File: src/rtl/sd_pwr_pkg.sv
package sd_pwr_pkg;
   typedef enum logic [1:0] {
      PS_RESET = 2'd0,
      PS_CYCLE = 2'd1,
      PS_OFF   = 2'd2,
      PS_ON    = 2'd3
   } pwr_state_e;

   localparam logic [1:0] CODE_OFF   = 2'b00;
   localparam logic [1:0] CODE_RSV   = 2'b01;
   localparam logic [1:0] CODE_CYCLE = 2'b10;
   localparam logic [1:0] CODE_ON    = 2'b11;

   function automatic logic [1:0] state_to_code(input pwr_state_e s);
      case (s)
         PS_CYCLE: state_to_code = CODE_CYCLE;
         PS_ON:    state_to_code = CODE_ON;
         default:  state_to_code = CODE_OFF;
      endcase
   endfunction
endpackage

File: src/rtl/sd_pwr_fsm.sv
module sd_pwr_fsm
   import sd_pwr_pkg::*;
(
   input  logic       clk,
   input  logic       rst_n,
   input  logic       we,
   input  logic [1:0] wdata,
   output pwr_state_e state,
   output logic [1:0] field
);
   pwr_state_e state_nx;

   always_comb begin
      state_nx = state;
      if (we) begin
         case (wdata)
            CODE_OFF:   state_nx = PS_OFF;
            CODE_CYCLE: state_nx = PS_CYCLE;
            CODE_ON:    state_nx = PS_ON;
            default:    state_nx = state;
         endcase
      end
   end

   always_ff @(posedge clk or negedge rst_n) begin
      if (!rst_n) state <= PS_RESET;
      else        state <= state_nx;
   end

   assign field = state_to_code(state);

   p_ignore_rsv_r6: assert property (@(posedge clk) disable iff (!rst_n)
      (we && wdata == CODE_RSV) |=> $stable(field));
   p_off_code_r3: assert property (@(posedge clk) disable iff (!rst_n)
      (we && wdata == CODE_OFF) |=> (field == CODE_OFF));
endmodule

File: src/rtl/sd_pwr_startup.sv
module sd_pwr_startup #(
   parameter int STARTUP_CLKS = 74
) (
   input  logic clk,
   input  logic rst_n,
   input  logic run,
   input  logic tick,
   output logic done
);
   localparam int CNT_W = $clog2(STARTUP_CLKS + 1);
   localparam logic [CNT_W-1:0] LIMIT = CNT_W'(STARTUP_CLKS);

   generate
      if (STARTUP_CLKS < 1) begin : g_bad_limit
         $error("STARTUP_CLKS must be at least 1");
      end
   endgenerate

   logic [CNT_W-1:0] cnt;

   always_ff @(posedge clk or negedge rst_n) begin
      if (!rst_n)                    cnt <= '0;
      else if (!run)                 cnt <= '0;
      else if (tick && cnt != LIMIT) cnt <= cnt + 1'b1;
   end

   assign done = run && (cnt == LIMIT);

   p_cnt_bound_r5: assert property (@(posedge clk) disable iff (!rst_n)
      cnt <= LIMIT);
   p_done_after_tick_r5: assert property (@(posedge clk) disable iff (!rst_n)
      ($rose(done) && $past(run)) |-> $past(tick));
endmodule

File: src/rtl/sd_pwr_pads.sv
module sd_pwr_pads
   import sd_pwr_pkg::*;
#(
   parameter int DATA_W = 8
) (
   input  logic              clk,
   input  logic              rst_n,
   input  pwr_state_e        state,
   input  logic              dir_pol,
   output logic              oe_ck,
   output logic              lvl_ck,
   output logic              oe_cmd,
   output logic              lvl_cmd,
   output logic [DATA_W-1:0] oe_dat,
   output logic [DATA_W-1:0] lvl_dat,
   output logic              dir_cmd,
   output logic              dir_dat
);
   generate
      if (DATA_W != 1 && DATA_W != 4 && DATA_W != 8) begin : g_bad_width
         $error("DATA_W must be 1, 4 or 8");
      end
   endgenerate

   logic sig_oe, sig_lvl;

   always_comb begin
      case (state)
         PS_CYCLE: begin sig_oe = 1'b1; sig_lvl = 1'b0; end
         PS_OFF:   begin sig_oe = 1'b1; sig_lvl = 1'b1; end
         PS_ON:    begin sig_oe = 1'b0; sig_lvl = 1'b1; end
         default:  begin sig_oe = 1'b0; sig_lvl = 1'b0; end
      endcase
   end

   assign oe_ck   = (state != PS_RESET);
   assign lvl_ck  = (state == PS_OFF);
   assign oe_cmd  = sig_oe;
   assign lvl_cmd = sig_lvl;

   genvar i;
   generate
      for (i = 0; i < DATA_W; i++) begin : g_lane
         assign oe_dat[i]  = sig_oe;
         assign lvl_dat[i] = sig_lvl;
      end
   endgenerate

   assign dir_cmd = oe_cmd ^ dir_pol;
   assign dir_dat = (|oe_dat) ^ dir_pol;

   p_cycle_low_r2: assert property (@(posedge clk) disable iff (!rst_n)
      (state == PS_CYCLE) |-> (oe_dat == '1 && lvl_dat == '0 && !lvl_ck));
endmodule

File: src/rtl/sd_pwr_seq.sv
module sd_pwr_seq
   import sd_pwr_pkg::*;
#(
   parameter int DATA_W       = 8,
   parameter int STARTUP_CLKS = 74
) (
   input  logic              clk,
   input  logic              rst_n,
   input  logic              ctrl_we,
   input  logic [1:0]        ctrl_wdata,
   input  logic              dir_pol,
   input  logic              ck_tick,
   output logic [1:0]        pwr_field,
   output logic              pad_oe_ck,
   output logic              pad_lvl_ck,
   output logic              pad_oe_cmd,
   output logic              pad_lvl_cmd,
   output logic [DATA_W-1:0] pad_oe_dat,
   output logic [DATA_W-1:0] pad_lvl_dat,
   output logic              dir_cmd,
   output logic              dir_dat,
   output logic              ck_run,
   output logic              path_en,
   output logic              startup_done
);
   pwr_state_e st;
   logic       win_done;

   sd_pwr_fsm u_fsm (
      .clk(clk), .rst_n(rst_n), .we(ctrl_we), .wdata(ctrl_wdata),
      .state(st), .field(pwr_field)
   );

   sd_pwr_startup #(.STARTUP_CLKS(STARTUP_CLKS)) u_startup (
      .clk(clk), .rst_n(rst_n), .run(st == PS_ON), .tick(ck_tick),
      .done(win_done)
   );

   sd_pwr_pads #(.DATA_W(DATA_W)) u_pads (
      .clk(clk), .rst_n(rst_n), .state(st), .dir_pol(dir_pol),
      .oe_ck(pad_oe_ck), .lvl_ck(pad_lvl_ck),
      .oe_cmd(pad_oe_cmd), .lvl_cmd(pad_lvl_cmd),
      .oe_dat(pad_oe_dat), .lvl_dat(pad_lvl_dat),
      .dir_cmd(dir_cmd), .dir_dat(dir_dat)
   );

   assign ck_run       = (st == PS_ON);
   assign startup_done = win_done;
   assign path_en      = win_done;

   p_ready_only_on_r5: assert property (@(posedge clk) disable iff (!rst_n)
      startup_done |-> (pwr_field == CODE_ON && ck_run));
   p_drop_on_exit_r7: assert property (@(posedge clk) disable iff (!rst_n)
      ($past(ck_run) && !ck_run) |-> !path_en);
   p_reset_hiz_r1: assert property (@(posedge clk) disable iff (!rst_n)
      (st == PS_RESET) |-> (!pad_oe_ck && !pad_oe_cmd && pad_oe_dat == '0));
endmodule

File: config.mk
export PLATFORM = sky130hd
export DESIGN_NAME = sd_pwr_seq
export DESIGN_NICKNAME = d
export VERILOG_FILES = /design/src/rtl/sd_pwr_pkg.sv /design/src/rtl/sd_pwr_fsm.sv /design/src/rtl/sd_pwr_startup.sv /design/src/rtl/sd_pwr_pads.sv /design/src/rtl/sd_pwr_seq.sv
export SDC_FILE = /design/constraint.sdc
export NUM_CORES = 1
export LEC_CHECK = 0
export ABC_AREA = 1
export BUFFER_PORTS_ARGS = -buffer_cell sky130_fd_sc_hd__buf_4
export CAP_MARGIN = 15
export CORE_AREA = 2 2 40 46
export CTS_BUF_LIST = sky130_fd_sc_hd__clkbuf_4 sky130_fd_sc_hd__clkbuf_8
export DETAILED_ROUTE_END_ITERATION = 12
export DIE_AREA = 0 0 42 48
export PLACE_DENSITY = 0.81
export SETUP_SLACK_MARGIN = 0.4
export SLEW_MARGIN = 10
export SYNTH_ARGS = -nofsm -noshare
export SYNTH_HDL_FRONTEND = slang
export SYNTH_SLANG_ARGS = --single-unit
export TNS_END_PERCENT = 20
File: constraint.sdc
create_clock -name clk -period 4.5 [get_ports clk]
set_clock_uncertainty 0.1 [all_clocks]
set_input_delay 0.9 -clock clk [delete_from_list [all_inputs] [get_ports clk]]
set_output_delay 0.9 -clock clk [all_outputs]
set_load 0.01 [all_outputs]
Word-level counts from Yosys, hierarchy flattened
Index checks and enable logic that the tools add are counted.
Word-level totals
  register bits after elaboration: 9
  logic and storage cells: 26
  input bits: 7
Cells by class
  add/subtract/negate cells: 1
  bitwise operators: 1
  multiplexer cells: 6
  reduce and logical (&&, ||, !) cells: 8
  equality and inequality tests: 8
Operators by type and width (count)
  $mux 7: 2
  $eq 2x2->1 const B: 4
  $add 7x1->7 const B: 1
  $eq 7x7->1 const B: 1
  $ne 7x7->1 const B: 1
  $pmux 2 s3: 1
  $pmux 2 s2: 1
  $reduce_or 2->1: 2
  $reduce_bool 3->1: 1
  $eq 2x1->1 const B: 1
  $logic_and 1x1->1: 2
  $logic_not 2->1: 1
  $mux 1: 2
  $ne 2x2->1 const B: 1
  $reduce_and 2->1: 1
  $reduce_bool 2->1: 1
  $xor 1x1->1: 1

Longest topological paths before layout
Gate-level depths: netlist of the first run.
  depth in word-level cells: 4
  gate-level depth with buffers: 9
  depth with buffers taken out: 9

Hierarchy
Synthesis of the first run repeated with hierarchy kept, for this count alone.
Second synthesis, totals
  cells, all modules: 110
  area total of the unflattened synthesis: 790.8 um^2
Modules (own cells, without submodules)
  sd_pwr_startup: cells an instance 62, area each 465.4 um^2, seq. area each 175.2 um^2, instances 1
  sd_pwr_pads: cells an instance 29, area each 201.4 um^2, seq. area each 0.0 um^2, instances 1
  sd_pwr_fsm: cells an instance 16, area each 108.9 um^2, seq. area each 50.0 um^2, instances 1
  sd_pwr_seq: cells an instance 3, area each 15.0 um^2, seq. area each 0.0 um^2, instances 1

Least setup slack after synthesis of the first run
No wires, ideal clock.
  kind: register to output
  from: register u_fsm.state[0]
  to: output port pad_lvl_dat[0]
  data required time: 3.500 ns
  setup slack: 2.084 ns
  data arrival time: 1.416 ns
  path buffers: 2
  stages on the path, launching flop included: 5
  cells stage by stage: dfrtp_1 > ha_1 > buf_6 > or2_2 > buf_4
On the way
  word-level cells in the longest chain between the ends: 3
Ends and longest elaborated chain
  from (decl): line sd_pwr_fsm.sv:8  | output pwr_state_e state,
  from (signal assigned): line sd_pwr_fsm.sv:27  | else state <= state_nx;
  $eq 2x2->1
  net ck_run: line sd_pwr_seq.sv:22  | output logic ck_run,
  $reduce_or 2->1 (no source line)
  $mux 1: line sd_pwr_pads.sv:28  | case (state)
  to (decl): line sd_pwr_seq.sv:19  | output logic [DATA_W-1:0] pad_lvl_dat,
The timed path passes the listed nets, and every way through them passes these cells.

Final worst setup path of the first run
  from: register u_fsm.state[0]
  to: output port pad_lvl_dat[2]
On the way
  word-level cells in the longest chain between the ends: 3
Ends and longest elaborated chain (line)
  $eq 2x2->1: sd_pwr_pads.sv:28
  $reduce_or 2->1 (no source line) *
  $mux 1 *: sd_pwr_pads.sv:28
Mark *: on every way between the ends. The rest lies on a longest branch, timed or not.

==> results.json, run 1 <==
{
  "ys_ff_latch": 9,
  "final_hold_viol_count": 0,
  "worst_setup_path_end_kind": "primary output",
  "grtUsageMet2_pct": 26.88,
  "min_path_type": "in2async",
  "diodes": 0,
  "syn-num-nets": 111,
  "finalSetupViolations": 0,
  "layout_worst_path_cycle_share_pct": 59.78,
  "track_usage_pct": 14.44,
  "drt-total-wl_um": 1409,
  "met1_usage_pct": 15.95,
  "endpoint": "pad_lvl_dat[2]",
  "p_leak_nw": 0.4975,
  "cp_data_arrival_time_ns": 1.69,
  "netlist_instances": 98,
  "first_global_vias": 515,
  "drc": 0,
  "wl_per_cell_um": 10.67,
  "seq_area_frac_synth_pct": 28.99,
  "start_util_pct": 51.11,
  "worstRegToRegCells": 5,
  "grt_max_degree": 16,
  "htreeDepth": 1,
  "yosysUniqueCellTypes": 17,
  "finalSetupTns_ns": 0,
  "critPathLaunchType": "register",
  "gp_congestion": 0.7889,
  "yosysWarnings": 0,
  "p_per_area_nw_per_um2": 305.9,
  "busiest_layer": "met2",
  "cap_violations": 0,
  "r2r-end": "u_startup.cnt[4]$_DFFE_PN0P_",
  "max_freq_ghz": 0.3717,
  "grt_pass1_wl_um": 2159,
  "required_ns": 3.50,
  "irDropWorstVdd_mv": 0.1689,
  "dieArea_um2": 2016,
  "status": "complete, no violations",
  "firstDrtPassIters": 3,
  "cts.sinks": 9,
  "startpoint": "u_fsm.state[0]$_DFFE_PN0P_",
  "min_period_ns": 2.690,
  "avgViaCountPerCell": 4.742,
  "drt_iter0_drc": 7,
  "clockBufferDepth": 2,
  "vias": 626,
  "finalNonFillerCells": 132,
  "clkTransAtPathRegs_ns": 0.06,
  "dp.cells": 128,
  "coreArea_um2": 1520,
  "cts-resized-gates": 0,
  "holdBufCountCts": 0,
  "cts_root_buffer": "clkbuf_4",
  "met3_usage_pct": 1.887,
  "relSlewSlack_pct": 65.00,
  "nets": 129,
  "rr_startpoint": "u_fsm.state[0]$_DFFE_PN0P_",
  "cts_made_buffers": 3,
  "rsz0062_at_grt": "false",
  "drive_above_1_share_pct": 39.13,
  "cts_tree": "done",
  "timing.reg2reg.setup_slack_ns": 3.04,
  "hpwl_um": 1148,
  "areaGrowthSynthToFinish_pct": 18.68,
  "ant_nets": 0,
  "post_cts_buffers": 0,
  "worstSetupPathType": "reg2out",
  "antenna_found_initial": 0,
  "clk_latency_ns": 0.26,
  "die_h_um": 48,
  "core.rowCount": 15,
  "ios": 34,
  "tightest_slew_ns": 0.5250,
  "die_w_um": 42,
  "worstPathMaxFanout": 15,
  "avgSynthCellArea_um2": 7.929,
  "grt-ovfl-total": 0,
  "slew_violations": 0,
  "syn_area_um2": 777.0,
  "portBuffers": 33
}
[layout make-up]
cell class / count / area [um^2]
fill: 137 / 598.1
multi-input combinational: 56 / 349.1
timing repair buffer: 33 / 247.7
sequential: 9 / 225.2
inverter: 13 / 48.80
clock buffer: 4 / 30.03
tap: 17 / 21.27
[worst max-delay path, cell delays in order, from the launching register on]
cell and delay [ns]:
dfrtp_1 0.42, ha_1 0.40, or2_2 0.44, buf_4 0.17
[Yosys cell counts, drive strengths merged]
cell type	n	share of area [%]
a22oi	1	0.97
buf	20	20
dfrtp	9	29
ha	6	9.7
inv	13	6.3
nand2	15	9.2
nand3	12	9.3
nand4	2	1.6
nor2	10	5.5
o21ai	4	2.6
or2	2	1.6
xor2	4	4.5
[worst min path at each step]
stage                                   endpoint  slack, ns  cells past startpoint
finish                u_fsm.state[0]$_DFFE_PN0P_       0.35                      1
CTS                 u_startup.cnt[3]$_DFFE_PN0P_       0.35                      1
detailed placement  u_startup.cnt[0]$_DFFE_PN0P_       0.44                      1
global route        u_startup.cnt[5]$_DFFE_PN0P_       0.35                      1
global placement      u_fsm.state[0]$_DFFE_PN0P_       0.43                      2
floorplan           u_startup.cnt[0]$_DFFE_PN0P_       0.41                      1
[where the power goes]
group / internal (mW) / switching [mW] / leakage [nW] / total, mW
logic: 0.0631 / 0.0636 / 0.360 / 0.127
clock network: 0.0402 / 0.0275 / 0.0184 / 0.0677
registers: 0.0842 / 0.00357 / 0.119 / 0.0878
[kinds of logic after synthesis]
logic type                 share of synthesized area [%]
and+or+nand+nor                                    27.21
adders and majority gates                          9.662
AOI/OAI and AO/OA                                  3.543
xor gates and xnor gates                           4.508
buffers and inverters                              26.09
DFF                                                28.99
[placed cells by master (no fill, tap or decap)]
cell | Yosys | final
a22oi_1 | 1 | 1
buf_4 | 19 | 33
inv_2 | 1 | 1
or2_2 | 2 | 2
nand3_4 | 1 | 1
nor2_1 | 8 | 8
o21ai_0 | 4 | 4
inv_1 | 12 | 12
ha_1 | 6 | 6
clkbuf_4 | 0 | 4
nand2_4 | 2 | 2
nand2_1 | 13 | 13
nor2_2 | 2 | 2
nand4_1 | 2 | 2
nand3_1 | 11 | 11
dfrtp_1 | 9 | 9
xor2_1 | 4 | 4
[metrics by stage]
stage               power, mW  hold slack [ns]  util (%)  cell area [um^2]  setup slack, ns
finish                 0.2821           0.3537     60.66             922.1            1.810
CTS                    0.2883           0.3515     60.66             922.1            1.807
floorplan              0.1872           0.4057         -             777.0            2.084
global placement       0.2140           0.4276     58.68             892.1            2.145
detailed placement     0.2183           0.4440     58.68             892.1            2.093
global route           0.3025           0.3530     60.66             922.1            1.718
[layer usage]
metal	part of all wire (%)	routed length (um)	vias to the layer above
li1	-	-	321
met3	6.2	87	2
met4	1.2	17	0
met2	55	768	19
met5	0	0	-
met1	38	537	284
[flip-flops by register name (all words and copies together) (netlist names)]
name and count:
u_startup.cnt 7, u_fsm.state 2
No activity file was read; power rests on OpenSTA's default activity.
==> inputs of run 2 (changes only) <==
--- a/config.mk
+++ b/config.mk
@@ -5,14 +5,14 @@
 export SDC_FILE = /design/constraint.sdc
 export NUM_CORES = 1
 export LEC_CHECK = 0
-export ABC_AREA = 1
+export ABC_AREA = 0
 export BUFFER_PORTS_ARGS = -buffer_cell sky130_fd_sc_hd__buf_4
 export CAP_MARGIN = 15
-export CORE_AREA = 2 2 40 46
+export CORE_AREA = 2 2 41 47
 export CTS_BUF_LIST = sky130_fd_sc_hd__clkbuf_4 sky130_fd_sc_hd__clkbuf_8
 export DETAILED_ROUTE_END_ITERATION = 12
-export DIE_AREA = 0 0 42 48
-export PLACE_DENSITY = 0.81
+export DIE_AREA = 0 0 43 49
+export PLACE_DENSITY = 0.75
 export SETUP_SLACK_MARGIN = 0.4
 export SLEW_MARGIN = 10
 export SYNTH_ARGS = -nofsm -noshare
==> constraint.sdc (replaced) <==
create_clock -name clk -period 2.56 [get_ports clk]
set_clock_uncertainty 0.1 [all_clocks]
set_input_delay 0.512 -clock clk [delete_from_list [all_inputs] [get_ports clk]]
set_output_delay 0.512 -clock clk [all_outputs]
set_load 0.01 [all_outputs]
==> run 2 against run 1 <==
Compared with the run above: final area rose by 6.9%; via count rose by 2.4%; synthesized area fell by 3.9%; register-to-register slack got worse by 2.1 ns; global-route usage fell by 0.088 points; combinational power rose by 110%; non-clock buffer count rose by 8; critical path type unchanged; critical endpoint is now pad_lvl_cmd; largest power group unchanged.
==> results.json, run 2 <==
{
  "cap_violations": 0,
  "finalSetupViolations": 0,
  "crit_family": "flip-flops",
  "syn_area_um2": 747.0,
  "final_cell_mix": "40 x buf_4, 8 x dfrtp_1, 7 x nand2_1, 6 x inv_1, 4 x clkbuf_4",
  "top_regs": "u_startup.cnt: 7 flops, u_fsm.state: 2 flops",
  "worstRegToRegCells": 6,
  "relSlewSlack_pct": 82.04,
  "first_global_vias": 557,
  "cp_data_arrival_time_ns": 1.54,
  "layout_worst_path_cycle_share_pct": 84.09,
  "yosysWarnings": 0,
  "yosys.area.top_type_share_pct": 30.15,
  "yosysMostFrequentCell": "buf_4",
  "clk_latency_ns": 0.26,
  "cts_root_buffer": "clkbuf_4",
  "yosysUniqueCellTypes": 28,
  "fillers": 148,
  "drc": 0,
  "cp_num_buf_inv": 1,
  "drt-total-wl_um": 1529,
  "max_freq_ghz": 0.4646,
  "grt_max_degree": 17,
  "netlist_top_cells_area": "dfrtp_1 30%, buf_4 20%, ha_1 10%",
  "dieArea_um2": 2107,
  "r2r-end": "u_startup.cnt[6]$_DFFE_PN0P_",
  "ys_ff_latch": 9,
  "hold_end": "u_fsm.state[0]$_DFFE_PN0P_",
  "crit_cells": 3,
  "core.rowCount": 16,
  "grt_pass1_wl_um": 2270,
  "antenna_found_initial": 0,
  "synth_edf_count": 0,
  "seq_area_frac_synth_pct": 30.15,
  "worstPathCellList": "ha_2 > or2_2 > buf_4",
  "syn-num-nets": 94,
  "synth_top_area_cell": "dfrtp_1",
  "rr_startpoint": "u_startup.cnt[0]$_DFFE_PN0P_",
  "rsz0062_at_grt": "true",
  "start_util_pct": 44.42,
  "worst_path_max_delay_cell": "dfrtp_1",
  "p_leak_nw": 0.4972,
  "htreeDepth": 1,
  "mostFrequentLayoutCell": "buf_4",
  "required_ns": 1.95,
  "vias": 641,
  "final_hold_viol_count": 0,
  "largest_register_ffs": 7,
  "worst_setup_path_end_kind": "primary output",
  "nets": 119,
  "coreArea_um2": 1682,
  "power_frac_comb_pct": 48.6,
  "placed_area_um2": 863.3,
  "portBuffers": 33,
  "drt_iter0_drc": 13,
  "ant_nets": 0,
  "worstSetupPathType": "reg2out",
  "critPathLaunchType": "register",
  "fin_area_um2": 985.9,
  "wl_per_cell_um": 12.43,
  "cts_tree": "done",
  "p_seq_share_pct": 29.4,
  "synth_common_cells": "20 x buf_4, 9 x dfrtp_1, 7 x inv_1, 7 x nand2_1, 6 x ha_1",
  "p_int_uw": 371.3,
  "multi_input_area_um2": 370.4,
  "switching_share_pct": 33.72,
  "slowest_delay_ns": 0.41,
  "min_period_ns": 2.153,
  "avgSynthCellArea_um2": 9.222,
  "min_from": "ctrl_wdata[1]",
  "firstDrtPassIters": 4,
  "largest_register": "u_startup.cnt",
  "tightest_slew_ns": 0.2694,
  "clkTransAtPathRegs_ns": 0.06,
  "cts.sinks": 9,
  "hpwl_um": 1051,
  "areaGrowthSynthToFinish_pct": 31.99,
  "slew_violations": 0,
  "seqCellArea_um2": 226.5,
  "clockBufferDepth": 2,
  "drive_above_1_share_pct": 51.43,
  "async_reset_ff_share_pct": 100.0,
  "timing.reg2reg.setup_slack_ns": 0.97,
  "die_w_um": 43,
  "diodes": 0,
  "synth_top_flop_cell": "dfrtp_1",
  "irDropWorstVdd_mv": 0.3433,
  "track_usage_pct": 14.35,
  "whs_path_depth": 2,
  "switching_power_uw": 188.9,
  "status": "complete, no violations",
  "min_path_type": "in2reg",
  "netlist_instances": 81,
  "grt-ovfl-total": 0,
  "pwr-share-clk_pct": 22.1,
  "avgViaCountPerCell": 5.211,
  "p_per_area_nw_per_um2": 568.2,
  "cts_made_buffers": 3,
  "gp_congestion": 0.7271,
  "ios": 34,
  "worstPathMaxFanout": 16,
  "die_h_um": 49,
  "finalSetupTns_ns": 0
}
## run 2: timing repair
action / in CTS / in global routing
endpoints found under the setup margin: 13 / 13
buffers inserted: 0 / 7
resized for setup: 3 / 5
pin swaps: 0 / 1
hold buffers: 1 / 0
hold endpoints to repair: 9 / 0
## run 2: per-layer routing
| layer | routed length (um) | GRT usage [%] | share of wire [%] |
|---|---|---|---|
| met1 | 538 | 15.05 | 35 |
| met2 | 838 | 25.00 | 55 |
| met3 | 127 | 5.556 | 8.3 |
| met4 | 24 | 6.061 | 1.6 |
| met5 | 0 | 0 | 0 |
## run 2: cells by family after synthesis
logic type | count (synthesis) | share of synthesized area [%]
mux | 1 | 1.507
flops | 9 | 30.15
compound gates | 11 | 10.38
simple gates | 23 | 20.27
fa+ha+maj | 6 | 10.05
buf+inv | 28 | 24.12
xor+xnor | 3 | 3.518
## run 2: final cells by class
type,instances,area share [%]
Multi-Input combinational cell,44,37.56
Timing Repair Buffer,41,31.47
Sequential cell,9,22.97
Clock buffer,4,3.046
Inverter,7,2.665
Tap cell,18,2.284
## run 2: how the worst max path moves through the flow
stage | from | endpoint | slack (ns)
finish | u_fsm.state[0]$_DFFE_PN0P_ | pad_lvl_cmd | 0.41
global route | u_fsm.state[0]$_DFFE_PN0P_ | pad_lvl_dat[7] | 0.33
CTS | u_startup.cnt[4]$_DFFE_PN0P_ | path_en | 0.37
detailed placement | u_fsm.state[0]$_DFFE_PN0P_ | pad_lvl_dat[7] | 0.57
global placement | u_fsm.state[0]$_DFFE_PN0P_ | pad_lvl_dat[0] | 0.61
floorplan | u_fsm.state[0]$_DFFE_PN0P_ | dir_dat | 0.58
## run 2: worst register-to-register path, delay by kind of cell, from the launching register on
| kind | cells | cell delay, ns |
|---|---|---|
| simple gates | 2 | 0.50 |
| flops | 1 | 0.38 |
| buf+inv | 2 | 0.22 |
| fa+ha+maj | 1 | 0.19 |
| compound gates | 1 | 0.14 |
## run 2: power groups by stage
stage	Combinational [mW]	Clock, mW	Sequential [mW]
floorplan	0.183	0	0.165
global placement	0.233	0	0.168
detailed placement	0.236	0	0.169
CTS	0.240	0.127	0.167
global route	0.294	0.134	0.166
finish	0.272	0.124	0.165
## run 2: through the flow
stage | power [mW] | hold WS, ns | util (%) | setup WS, ns | instances
finish | 0.5602 | 0.3931 | 58.63 | 0.4074 | 123
global route | 0.5935 | 0.3908 | 58.63 | 0.3344 | 123
CTS | 0.5345 | 0.3858 | 54.09 | 0.3650 | 116
detailed placement | 0.4044 | 0.2427 | 51.34 | 0.5656 | 111
global placement | 0.4005 | 0.2439 | 51.34 | 0.6065 | 111
floorplan | 0.3481 | 0.1164 | - | 0.5761 | 81
==> inputs of run 3 (changes only) <==
==> constraint.sdc (replaced) <==
create_clock -name clk -period 1.99 [get_ports clk]
set_clock_uncertainty 0.1 [all_clocks]
set_input_delay 0.398 -clock clk [delete_from_list [all_inputs] [get_ports clk]]
set_output_delay 0.398 -clock clk [all_outputs]
set_load 0.01 [all_outputs]
==> run 3 against run 2 <==
Compared with the run above: first-iteration DRC count did not move; global-route usage rose by 3.1 points; wire length rose by 30%; power rose by 51%; hold slack got worse by 0.11 ns; sequential share of layout area fell by 4.1 points; sequential cell count did not move; clock power rose by 27%; cell count rose by 5.7%; non-clock buffer count rose by 6; critical path type unchanged; largest cell class is now non-clock buffers.
==> results.json, run 3 (same netlist as run 2, synthesis figures left out) <==
{
  "drt_iter0_drc": 13,
  "diodes": 0,
  "slew_violations": 0,
  "min_path_type": "in2reg",
  "worstPathMaxFanout": 3,
  "nets": 126,
  "layout_worst_path_cycle_share_pct": 97.70,
  "rsz0062_at_grt": "true",
  "cts_made_buffers": 3,
  "finalNonFillerCells": 130,
  "dp.cells": 112,
  "final_hold_viol_count": 0,
  "cap_violations": 0,
  "finalSetupTns_ns": 0,
  "clockBufferDepth": 2,
  "placed_area_um2": 898.4,
  "drt-total-wl_um": 1987,
  "cp_data_arrival_time_ns": 1.45,
  "relSlewSlack_pct": 84.16,
  "tightest_slew_ns": 0.2367,
  "post-route-util_pct": 72.54,
  "final_cell_mix": "28 x buf_6, 17 x buf_4, 6 x nand2_1, 5 x dfrtp_1",
  "ios": 34,
  "first_global_vias": 611,
  "power_uw": 848.5,
  "vias": 676,
  "cts_tree": "done",
  "ant_nets": 0,
  "finalSetupViolations": 0,
  "mostFrequentLayoutCell": "buf_6",
  "areaGrowthSynthToFinish_pct": 63.32,
  "irDropWorstVdd_mv": 0.5874,
  "die_h_um": 49,
  "core.rowCount": 16,
  "coreArea_um2": 1682,
  "avgViaCountPerCell": 5.200,
  "largest_register": "u_startup.cnt",
  "clk_latency_ns": 0.26,
  "drc": 0,
  "clkTransAtPathRegs_ns": 0.06,
  "fillers": 116,
  "busiest_layer": "met2",
  "largest_register_ffs": 7,
  "worst_setup_path_end_kind": "primary output",
  "p_per_area_nw_per_um2": 695.6,
  "grt-ovfl-total": 0,
  "portBuffers": 33,
  "met1_usage_pct": 19.44,
  "required_ns": 1.49,
  "cts.sinks": 9,
  "min_period_ns": 1.944,
  "worstSetupPathType": "reg2out",
  "drive_above_1_share_pct": 64.29,
  "met3_usage_pct": 2.963,
  "firstDrtPassIters": 2,
  "antenna_found_initial": 0,
  "critPathLaunchType": "register",
  "start_util_pct": 44.42,
  "hpwl_um": 1164,
  "top_regs": "u_startup.cnt: 7 flops, u_fsm.state: 2 flops",
  "max_freq_ghz": 0.5143,
  "wl_per_cell_um": 15.28,
  "p_leak_nw": 0.5736,
  "track_usage_pct": 17.50,
  "grt_max_degree": 14,
  "grtUsageMet2_pct": 29.29,
  "htreeDepth": 1,
  "cts_root_buffer": "clkbuf_4",
  "grt_pass1_wl_um": 2718,
  "status": "complete, no violations",
  "dieArea_um2": 2107,
  "die_w_um": 43,
  "gp_congestion": 0.7179,
  "fin_area_um2": 1220
}
-- run 3: metrics by stage --
stage               setup WS (ns)  hold slack, ns
floorplan                  0.2989        0.002409
global placement           0.2554          0.1216
detailed placement         0.2046          0.1240
CTS                       0.08731          0.2743
global route             -0.03615          0.2671
finish                    0.04577          0.2875
-- run 3: path summary, 6_finish.rpt --
check	depth (start not counted)	to	from	slack (ns)
hold / removal	2	u_fsm.state[0]$_DFFE_PN0P_	ctrl_wdata[1]	0.29
setup / recovery	4	startup_done	u_startup.cnt[4]$_DFFE_PN0P_	0.05
setup reg to reg	5	u_startup.cnt[6]$_DFFE_PN0P_	u_startup.cnt[0]$_DFFE_PN0P_	0.46
max in group asynchronous	2	u_startup.cnt[2]$_DFFE_PN0P_	rst_n	1.25
hold reg to reg	3	u_startup.cnt[0]$_DFFE_PN0P_	u_startup.cnt[0]$_DFFE_PN0P_	0.50
min in group asynchronous	2	u_startup.cnt[4]$_DFFE_PN0P_	rst_n	0.39
-- run 3: report_power, final --
group          internal [mW]  leakage (nW)  total [mW]  switching, mW
Sequential             0.197         0.113       0.216         0.0189
Combinational          0.276         0.443       0.476          0.199
Clock                 0.0910        0.0184       0.157         0.0664
Total                  0.564         0.574       0.849          0.284
-- run 3: layer usage --
| metal | part of all wire, % | up-vias |
|---|---|---|
| met2 | 56 | 26 |
| met3 | 4.1 | 2 |
| li1 | - | 316 |
| met4 | 1.1 | 0 |
| met5 | 0 | - |
| met1 | 38 | 332 |
-- run 3: area by class of cell --
| type | instances | area (um^2) | area share (%) |
|---|---|---|---|
| clock buffer | 4 | 30.03 | 2.462 |
| timing repair buffer | 47 | 467.9 | 38.36 |
| inverter | 7 | 31.28 | 2.564 |
| multi-input combinational | 45 | 437.9 | 35.90 |
| sequential | 9 | 230.2 | 18.87 |
| tap | 18 | 22.52 | 1.846 |
-- run 3: repair_timing --
item                                    CTS  global route
buffers inserted                          9             3
hold endpoints to repair                  9             0
endpoints found under the setup margin   27            29
pin swaps                                 2             8
gates cloned                              0             1
hold buffers                              1             0
gates resized for setup                   6            45
-- run 3: worst max-delay path, cell delays in order (launching register included) --
cell	delay, ns
dfrtp_2	0.44
nor4b_4	0.31
and2b_1	0.18
and2_4	0.15
buf_6	0.09
